==> config.mk <==
export PLATFORM = sky130hd
export DESIGN_NAME = ep_hs_ctrl
export DESIGN_NICKNAME = d
export VERILOG_FILES = /design/src/rtl/ep_hs_pkg.sv /design/src/rtl/ep_flag_regs.sv /design/src/rtl/ep_toggle.sv /design/src/rtl/ep_bank_track.sv /design/src/rtl/ep_hs_ctrl.sv
export SDC_FILE = /design/constraint.sdc
export NUM_CORES = 1
export LEC_CHECK = 0
export BUFFER_PORTS_ARGS = -buffer_cell sky130_fd_sc_hd__buf_2
export CORE_MARGIN = 2
export CORE_UTILIZATION = 48
export CTS_CLUSTER_SIZE = 14
export DETAILED_ROUTE_END_ITERATION = 8
export PLACE_DENSITY = 0.81
export SETUP_SLACK_MARGIN = 0.4
export SLEW_MARGIN = 30
export SYNTH_ARGS = -nofsm -noshare
export SYNTH_HDL_FRONTEND = slang
export SYNTH_HIERARCHICAL = 1
export SYNTH_SLANG_ARGS = --single-unit
==> constraint.sdc <==
create_clock -name clk -period 2.67 [get_ports clk]
set_input_delay 0.1335 -clock clk [delete_from_list [all_inputs] [get_ports clk]]
set_output_delay 0.1335 -clock clk [all_outputs]
set_load 0.01 [all_outputs]
==> src/rtl/ep_hs_pkg.sv <==
package ep_hs_pkg;

    localparam int EP_BANKS = 2;
    localparam int BANK_W   = (EP_BANKS > 1) ? $clog2(EP_BANKS) : 1;

    typedef enum logic [1:0] {
        EPT_CTRL = 2'd0,
        EPT_IN   = 2'd1,
        EPT_OUT  = 2'd2,
        EPT_CTL2 = 2'd3
    } ep_type_e;

    typedef enum logic [1:0] {
        TK_SETUP = 2'd0,
        TK_IN    = 2'd1,
        TK_OUT   = 2'd2,
        TK_NONE  = 2'd3
    } tok_e;

    typedef enum logic [1:0] {
        HS_NONE  = 2'd0,
        HS_ACK   = 2'd1,
        HS_NAK   = 2'd2,
        HS_STALL = 2'd3
    } hs_e;

    typedef struct packed {
        logic       tog;
        logic       usb_bank;
        logic       cpu_bank;
        logic [1:0] busy;
        logic       tog_rst_rd;
        logic       stall;
        logic       fifocon;
    } ep_stat_t;

    function automatic logic is_ctrl(ep_type_e t);
        return !(t == EPT_IN || t == EPT_OUT);
    endfunction

    // Priority: no answer for foreign tokens, then STALL, NAK, ACK.
    function automatic hs_e pick_hs(tok_e k, ep_type_e t, logic stall,
                                    logic busy, logic full);
        logic ctl;
        ctl = is_ctrl(t);
        if (k == TK_SETUP) return ctl ? HS_ACK : HS_NONE;
        if (k == TK_NONE) return HS_NONE;
        if (!ctl && ((k == TK_IN) != (t == EPT_IN))) return HS_NONE;
        if (stall) return HS_STALL;
        if (busy) return HS_NAK;
        if (!ctl && ((k == TK_IN) ? !full : full)) return HS_NAK;
        return HS_ACK;
    endfunction

endpackage

==> src/rtl/ep_flag_regs.sv <==
module ep_flag_regs
    import ep_hs_pkg::*;
#(
    parameter int NB = EP_BANKS
) (
    input  logic          clk,
    input  logic          rst,
    input  logic [NB-1:0] busy_set,
    input  logic [NB-1:0] busy_clr,
    input  logic          stall_set,
    input  logic          stall_clr,
    input  logic          setup_seen,
    output logic [NB-1:0] busy,
    output logic          stall
);

    for (genvar b = 0; b < NB; b++) begin : g_busy
        always_ff @(posedge clk) begin
            if (rst)              busy[b] <= 1'b0;
            else if (busy_clr[b]) busy[b] <= 1'b0;
            else if (busy_set[b]) busy[b] <= 1'b1;
        end

        assert_busy_clr_wins_R11: assert property (@(posedge clk) disable iff (rst)
            (busy_set[b] && busy_clr[b]) |=> !busy[b]);
    end

    always_ff @(posedge clk) begin
        if (rst)                          stall <= 1'b0;
        else if (stall_clr || setup_seen) stall <= 1'b0;
        else if (stall_set)               stall <= 1'b1;
    end

endmodule

==> src/rtl/ep_toggle.sv <==
module ep_toggle (
    input  logic clk,
    input  logic rst,
    input  logic tog_rst,
    input  logic tog_set1,
    input  logic tog_flip,
    output logic tog
);

    always_ff @(posedge clk) begin
        if (rst)           tog <= 1'b0;
        else if (tog_rst)  tog <= 1'b0;
        else if (tog_set1) tog <= 1'b1;
        else if (tog_flip) tog <= ~tog;
    end

    assert_tog_restart_R6: assert property (@(posedge clk) disable iff (rst)
        tog_rst |=> !tog);

endmodule

==> src/rtl/ep_bank_track.sv <==
module ep_bank_track
    import ep_hs_pkg::*;
#(
    parameter int NB = EP_BANKS,
    parameter int BW = BANK_W
) (
    input  logic          clk,
    input  logic          rst,
    input  ep_type_e      ep_type,
    input  logic          usb_adv,
    input  logic          fifo_rel,
    output logic [NB-1:0] full,
    output logic [BW-1:0] usb_bank,
    output logic [BW-1:0] cpu_bank,
    output logic          fifocon
);

    localparam logic [BW-1:0] LAST = BW'(NB - 1);

    logic ctl, is_in, rel;

    assign ctl     = is_ctrl(ep_type);
    assign is_in   = (ep_type == EPT_IN);
    assign fifocon = ctl ? 1'b0 : (is_in ? !full[cpu_bank] : full[cpu_bank]);
    assign rel     = fifo_rel && fifocon;

    for (genvar b = 0; b < NB; b++) begin : g_full
        always_ff @(posedge clk) begin
            if (rst)                                  full[b] <= 1'b0;
            else if (rel && cpu_bank == BW'(b))       full[b] <= is_in;
            else if (usb_adv && usb_bank == BW'(b))   full[b] <= !is_in;
        end
    end

    always_ff @(posedge clk) begin
        if (rst) begin
            usb_bank <= '0;
            cpu_bank <= '0;
        end else begin
            if (usb_adv) usb_bank <= (usb_bank == LAST) ? '0 : usb_bank + 1'b1;
            if (rel)     cpu_bank <= (cpu_bank == LAST) ? '0 : cpu_bank + 1'b1;
        end
    end

    assert_fifo_rel_moves_R8: assert property (@(posedge clk) disable iff (rst)
        (fifo_rel && !ctl && (is_in ? !full[cpu_bank] : full[cpu_bank]))
        |=> (cpu_bank != $past(cpu_bank)));

    assert_ctrl_ptr_still_R10: assert property (@(posedge clk) disable iff (rst)
        ctl |=> $stable(cpu_bank) || $past(rst));

endmodule

==> src/rtl/ep_hs_ctrl.sv <==
module ep_hs_ctrl
    import ep_hs_pkg::*;
(
    input  logic       clk,
    input  logic       rst,
    input  logic [1:0] cfg_ep_type,
    input  logic       tok_valid,
    input  logic [1:0] tok_kind,
    input  logic       tok_data1,
    input  logic [1:0] busy_set,
    input  logic [1:0] busy_clr,
    input  logic       stall_set,
    input  logic       stall_clr,
    input  logic       tog_rst,
    input  logic       fifocon_clr,
    output logic       hs_valid,
    output logic [1:0] hs_code,
    output logic       hs_data1,
    output logic       hs_bank,
    output logic       rx_keep,
    output logic [7:0] ep_status
);

    ep_type_e            ept;
    tok_e                tk;
    hs_e                 hs_n;
    logic                ctl, ack, setup_ok, match, keep, flip, usb_adv;
    logic                stall, tog, fifocon;
    logic [EP_BANKS-1:0] busy_vec, full_vec;
    logic [BANK_W-1:0]   usb_bank, cpu_bank;
    ep_stat_t            st;

    assign ept = ep_type_e'(cfg_ep_type);
    assign tk  = tok_e'(tok_kind);
    assign ctl = is_ctrl(ept);

    assign hs_n = tok_valid ? pick_hs(tk, ept, stall, busy_vec[usb_bank],
                                      full_vec[usb_bank]) : HS_NONE;

    assign ack      = (hs_n == HS_ACK);
    assign match    = (tok_data1 == tog);
    assign setup_ok = ack && (tk == TK_SETUP);
    assign keep     = setup_ok || (ack && tk == TK_OUT && match);
    assign flip     = ack && (tk == TK_IN || (tk == TK_OUT && match));
    assign usb_adv  = !ctl && flip;

    ep_flag_regs #(.NB(EP_BANKS)) u_flags (
        .clk       (clk),
        .rst       (rst),
        .busy_set  (busy_set),
        .busy_clr  (busy_clr),
        .stall_set (stall_set),
        .stall_clr (stall_clr),
        .setup_seen(setup_ok),
        .busy      (busy_vec),
        .stall     (stall)
    );

    ep_toggle u_tog (
        .clk     (clk),
        .rst     (rst),
        .tog_rst (tog_rst),
        .tog_set1(setup_ok),
        .tog_flip(flip),
        .tog     (tog)
    );

    ep_bank_track #(.NB(EP_BANKS), .BW(BANK_W)) u_banks (
        .clk     (clk),
        .rst     (rst),
        .ep_type (ept),
        .usb_adv (usb_adv),
        .fifo_rel(fifocon_clr),
        .full    (full_vec),
        .usb_bank(usb_bank),
        .cpu_bank(cpu_bank),
        .fifocon (fifocon)
    );

    always_ff @(posedge clk) begin
        if (rst) begin
            hs_valid <= 1'b0;
            hs_code  <= HS_NONE;
            hs_data1 <= 1'b0;
            hs_bank  <= 1'b0;
            rx_keep  <= 1'b0;
        end else begin
            hs_valid <= (hs_n != HS_NONE);
            hs_code  <= hs_n;
            hs_data1 <= (hs_n != HS_NONE) && (tk != TK_SETUP) && tog;
            hs_bank  <= (hs_n != HS_NONE) ? usb_bank[0] : 1'b0;
            rx_keep  <= keep;
        end
    end

    always_comb begin
        st            = '0;
        st.tog        = tog;
        st.usb_bank   = usb_bank[0];
        st.cpu_bank   = cpu_bank[0];
        st.busy       = busy_vec;
        st.tog_rst_rd = 1'b0;
        st.stall      = stall;
        st.fifocon    = fifocon;
    end
    assign ep_status = st;

    assert_stall_has_req_R4: assert property (@(posedge clk) disable iff (rst)
        (hs_valid && hs_code == HS_STALL) |-> $past(stall));

    assert_setup_drops_stall_R5: assert property (@(posedge clk) disable iff (rst)
        (tok_valid && tk == TK_SETUP && ctl) |=> !stall);

    assert_busy_blocks_ack_R3: assert property (@(posedge clk) disable iff (rst)
        (hs_valid && hs_code == HS_ACK && $past(tk) != TK_SETUP)
        |-> !$past(busy_vec[usb_bank]));

    assert_in_ack_has_data_R8: assert property (@(posedge clk) disable iff (rst)
        (hs_valid && hs_code == HS_ACK && ept == EPT_IN && $past(ept) == EPT_IN)
        |-> $past(full_vec[usb_bank]));

    assert_answer_has_token_R12: assert property (@(posedge clk) disable iff (rst)
        hs_valid |-> $past(tok_valid));

endmodule

==> flow_summary.toml <==
[run_status]
outcome = "finished, final reports clean"

[sta]
finalSetupViolCount = 0
hold_ws_ns = 0.00740
worst_clock_skew_ns = 0.000596
fmax_mhz = 476
slew_violations = 0
fin_setup_tns_ns = 0
finalCriticalPeriod_ns = 2.10
period_share_pct = 78.7
hold_viol_final = 0
rsz0062_at_grt = "false"
layout_setup_ws_ns = 0.569

[logic_synthesis]
synth_flop_cell = "dfxtp_1"
synth_nets = 113
yosysTopAreaCell = "dfxtp_1"
synth_seq_area_share_pct = 32.5
ys_ff_latch = 14
ys.warnings.count = 6
async_reset_ff_share_pct = 0
avgSynthCellArea_um2 = 9.09
synth_area_leaders = "dfxtp_1, buf_4, xor2_1, nor2_1, mux2i_1"
ys_types = 31
synth_cells = 95
synth_top_area_share_pct = 32.5
syn_area_um2 = 863
synth_edf_count = 0

[min_path]
min_path_type = "input port to register"
hold-path-cell-count = 2

[setup_path]
crit_slowest_cell = "dfxtp_2"
critical_path_depth = 8
critPathRequiredTime_ns = 2.83
crit_arrival_ns = 2.26
setup.worst_path.start_class = "register"
critPathTopFamily = "compound AO/OA/AOI/OAI gates"
crit_fanout = 9
cp-end-kind = "register"
path_class = "register to register"
critPathBufInv = 0
cp_slowest_stage_delay_ns = 0.43
critical_path.cell_chain = "mux2i_1, xor2_1, a211oi_2, o21ai_2, nor3_4, and3b_1, a311oi_1, a211oi_1"
reg2regPathDepth = 8

[global_routing]
grt_pass1_wl_mm = 2.57
grt_max_degree = 15
grt_overflow = 0
gr-usage-all-layers_pct = 17.4
busiest_layer = "met2"
grt_use_met2_pct = 27.5
use_met3_pct = 7.06
grtUsageMet1_pct = 20.9
grt_pass1_vias = 622
antenna_found_initial = 0

[power_and_ir_drop]
vdd_drop_max_mv = 0.347
clockPowerShare_pct = 30.9
pwr_density_cell_nw_per_um2 = 476
power_uw = 483
combPwrFrac_pct = 22.2
p_switching_uw = 133
power.share.switching_pct = 27.6
internal_power_uw = 350
p_seq_share_pct = 46.9
leakage_uw = 0.000467

[drt]
vias = 707
finalWirelength_mm = 1.67
drt_first_pass_iters = 4
ant_nets = 0
viasPerCell = 4.94
drc = 0
post_drt_wl_per_cell_um = 11.7
initialDrtViolationCount = 11

[final_layout]
ff_latch_area_um2 = 282
multi_input_comb_area_um2 = 494
area_delta_synth_final_pct = 17.7
final_area_um2 = 1020
n_antenna_cell = 0
biggestRegsByFlops = "hs_code (2), u_banks/full (2), u_flags/busy (2)"
fillers = 151
drive_above_1_share_pct = 36.4
nets = 137

[clocking]
numCtsBuffers = 3
numClockSinks = 14
h-tree-depth = 1
cts_root_buf = "clkbuf_4"
cts_setup_buffers = 0
clk-insertion-delay-late_ns = 0.28
clock_path_buffers = 2
cts.clk_slew.worst_paths_ns = 0.08
cts_tree = "done"

[floorplanning]
io_pins = 30
die_w_um = 46.4
die-area_um2 = 2150
fp.dieH_um = 46.4
initial_core_util_pct = 50.5
coreArea_um2 = 1710
num_rows = 15

[placed_design]
gp_congestion = 0.780
dp_hpwl_mm = 1.25
numPortBuffers = 28
placed_area_um2 = 952
post-place-ws_ns = 0.237

[flow_run]
max_cap_viol_count = 0
[cell families (layout without fill, tap and decap cells)]
family / after synthesis / in the layout / share of synthesized area, %
AOI/OAI and AO/OA: 22 / 22 / 19.4
xor gates and xnor gates: 9 / 9 / 9.13
adders and majority gates: 2 / 2 / 2.90
buffers and inverters: 16 / 39 / 12.2
DFF: 14 / 14 / 32.5
muxes: 3 / 3 / 3.48
other: 1 / 1 / 0.434
and+or+nand+nor: 28 / 28 / 20.0
[metal layers]
metal  vias up  wire length [µm]
met5         -                 0
met4         0                12
li1        371                 -
met2        18               842
met3         2                95
met1       316               722
[final timing paths]
path / from / end / slack, ns
setup / recovery: u_banks/usb_bank$_SDFFE_PP0P_ / u_banks/full[1]$_SDFFE_PP0P_ / 0.57
hold / removal: busy_clr[0] / u_flags/busy[0]$_SDFFE_PP0P_ / 0.007
setup reg to reg: u_banks/usb_bank$_SDFFE_PP0P_ / u_banks/full[1]$_SDFFE_PP0P_ / 0.57
hold reg to reg: u_flags/busy[0]$_SDFFE_PP0P_ / u_flags/busy[0]$_SDFFE_PP0P_ / 0.51
[power groups by stage]
stage          registers, µW  clock network, µW  logic [µW]
2_1_floorplan            232                  0        79.7
3_3_place_gp             231                  0        99.8
3_5_place_dp             231                  0         102
4_1_cts                  227                152         105
5_1_grt                  229                162         118
6_report                 227                149         107
[stage by stage]
stage / instances / utilization [%]
2_1_floorplan: 95 / -
3_3_place_gp: 138 / 55.8
3_5_place_dp: 138 / 55.8
4_1_cts: 143 / 58.8
5_1_grt: 143 / 59.5
6_report: 143 / 59.5
[final cells by class]
cell class,count,share of cell area [%]
inverters,6,2.22
flip-flops and latches,14,27.7
well taps,25,3.08
multi-input cells,65,48.6
repair buffers,29,14.8
clock buffers,4,3.57
[what timing repair did]
| item | CTS | global route |
|---|---|---|
| resized for setup | 2 | 3 |
| endpoints found under the hold margin | 1 | 0 |
| hold buffers | 1 | 0 |
| setup endpoints to repair | 2 | 1 |
| pin swaps | 0 | 0 |
[layout by cell type, fill, tap and decap left out, drive strengths merged, types with 4 or more instances in the layout]
cell type	synthesis	routed
xor2	6	6
o21ai	4	4
dfxtp	14	14
clkbuf	0	4
inv	6	6
nor3	4	4
nor2	12	12
a211oi	4	4
nand2b	4	4
buf	10	28
a21oi	5	5
[synthesized netlist by cell type, types with 2 or more instances]
library cell / instances
a21oi_1: 5
xor2_1: 6
inv_1: 6
nor3_1: 4
nor3b_1: 2
a211oi_1: 2
a311oi_1: 3
o21ai_0: 3
buf_6: 2
a211oi_2: 2
nor2_1: 12
nand2b_4: 2
a32o_1: 2
nand2b_1: 2
mux2i_1: 3
ha_1: 2
dfxtp_1: 14
xnor2_1: 3
buf_4: 8
Note: power is estimated with default switching activity, not from simulation.
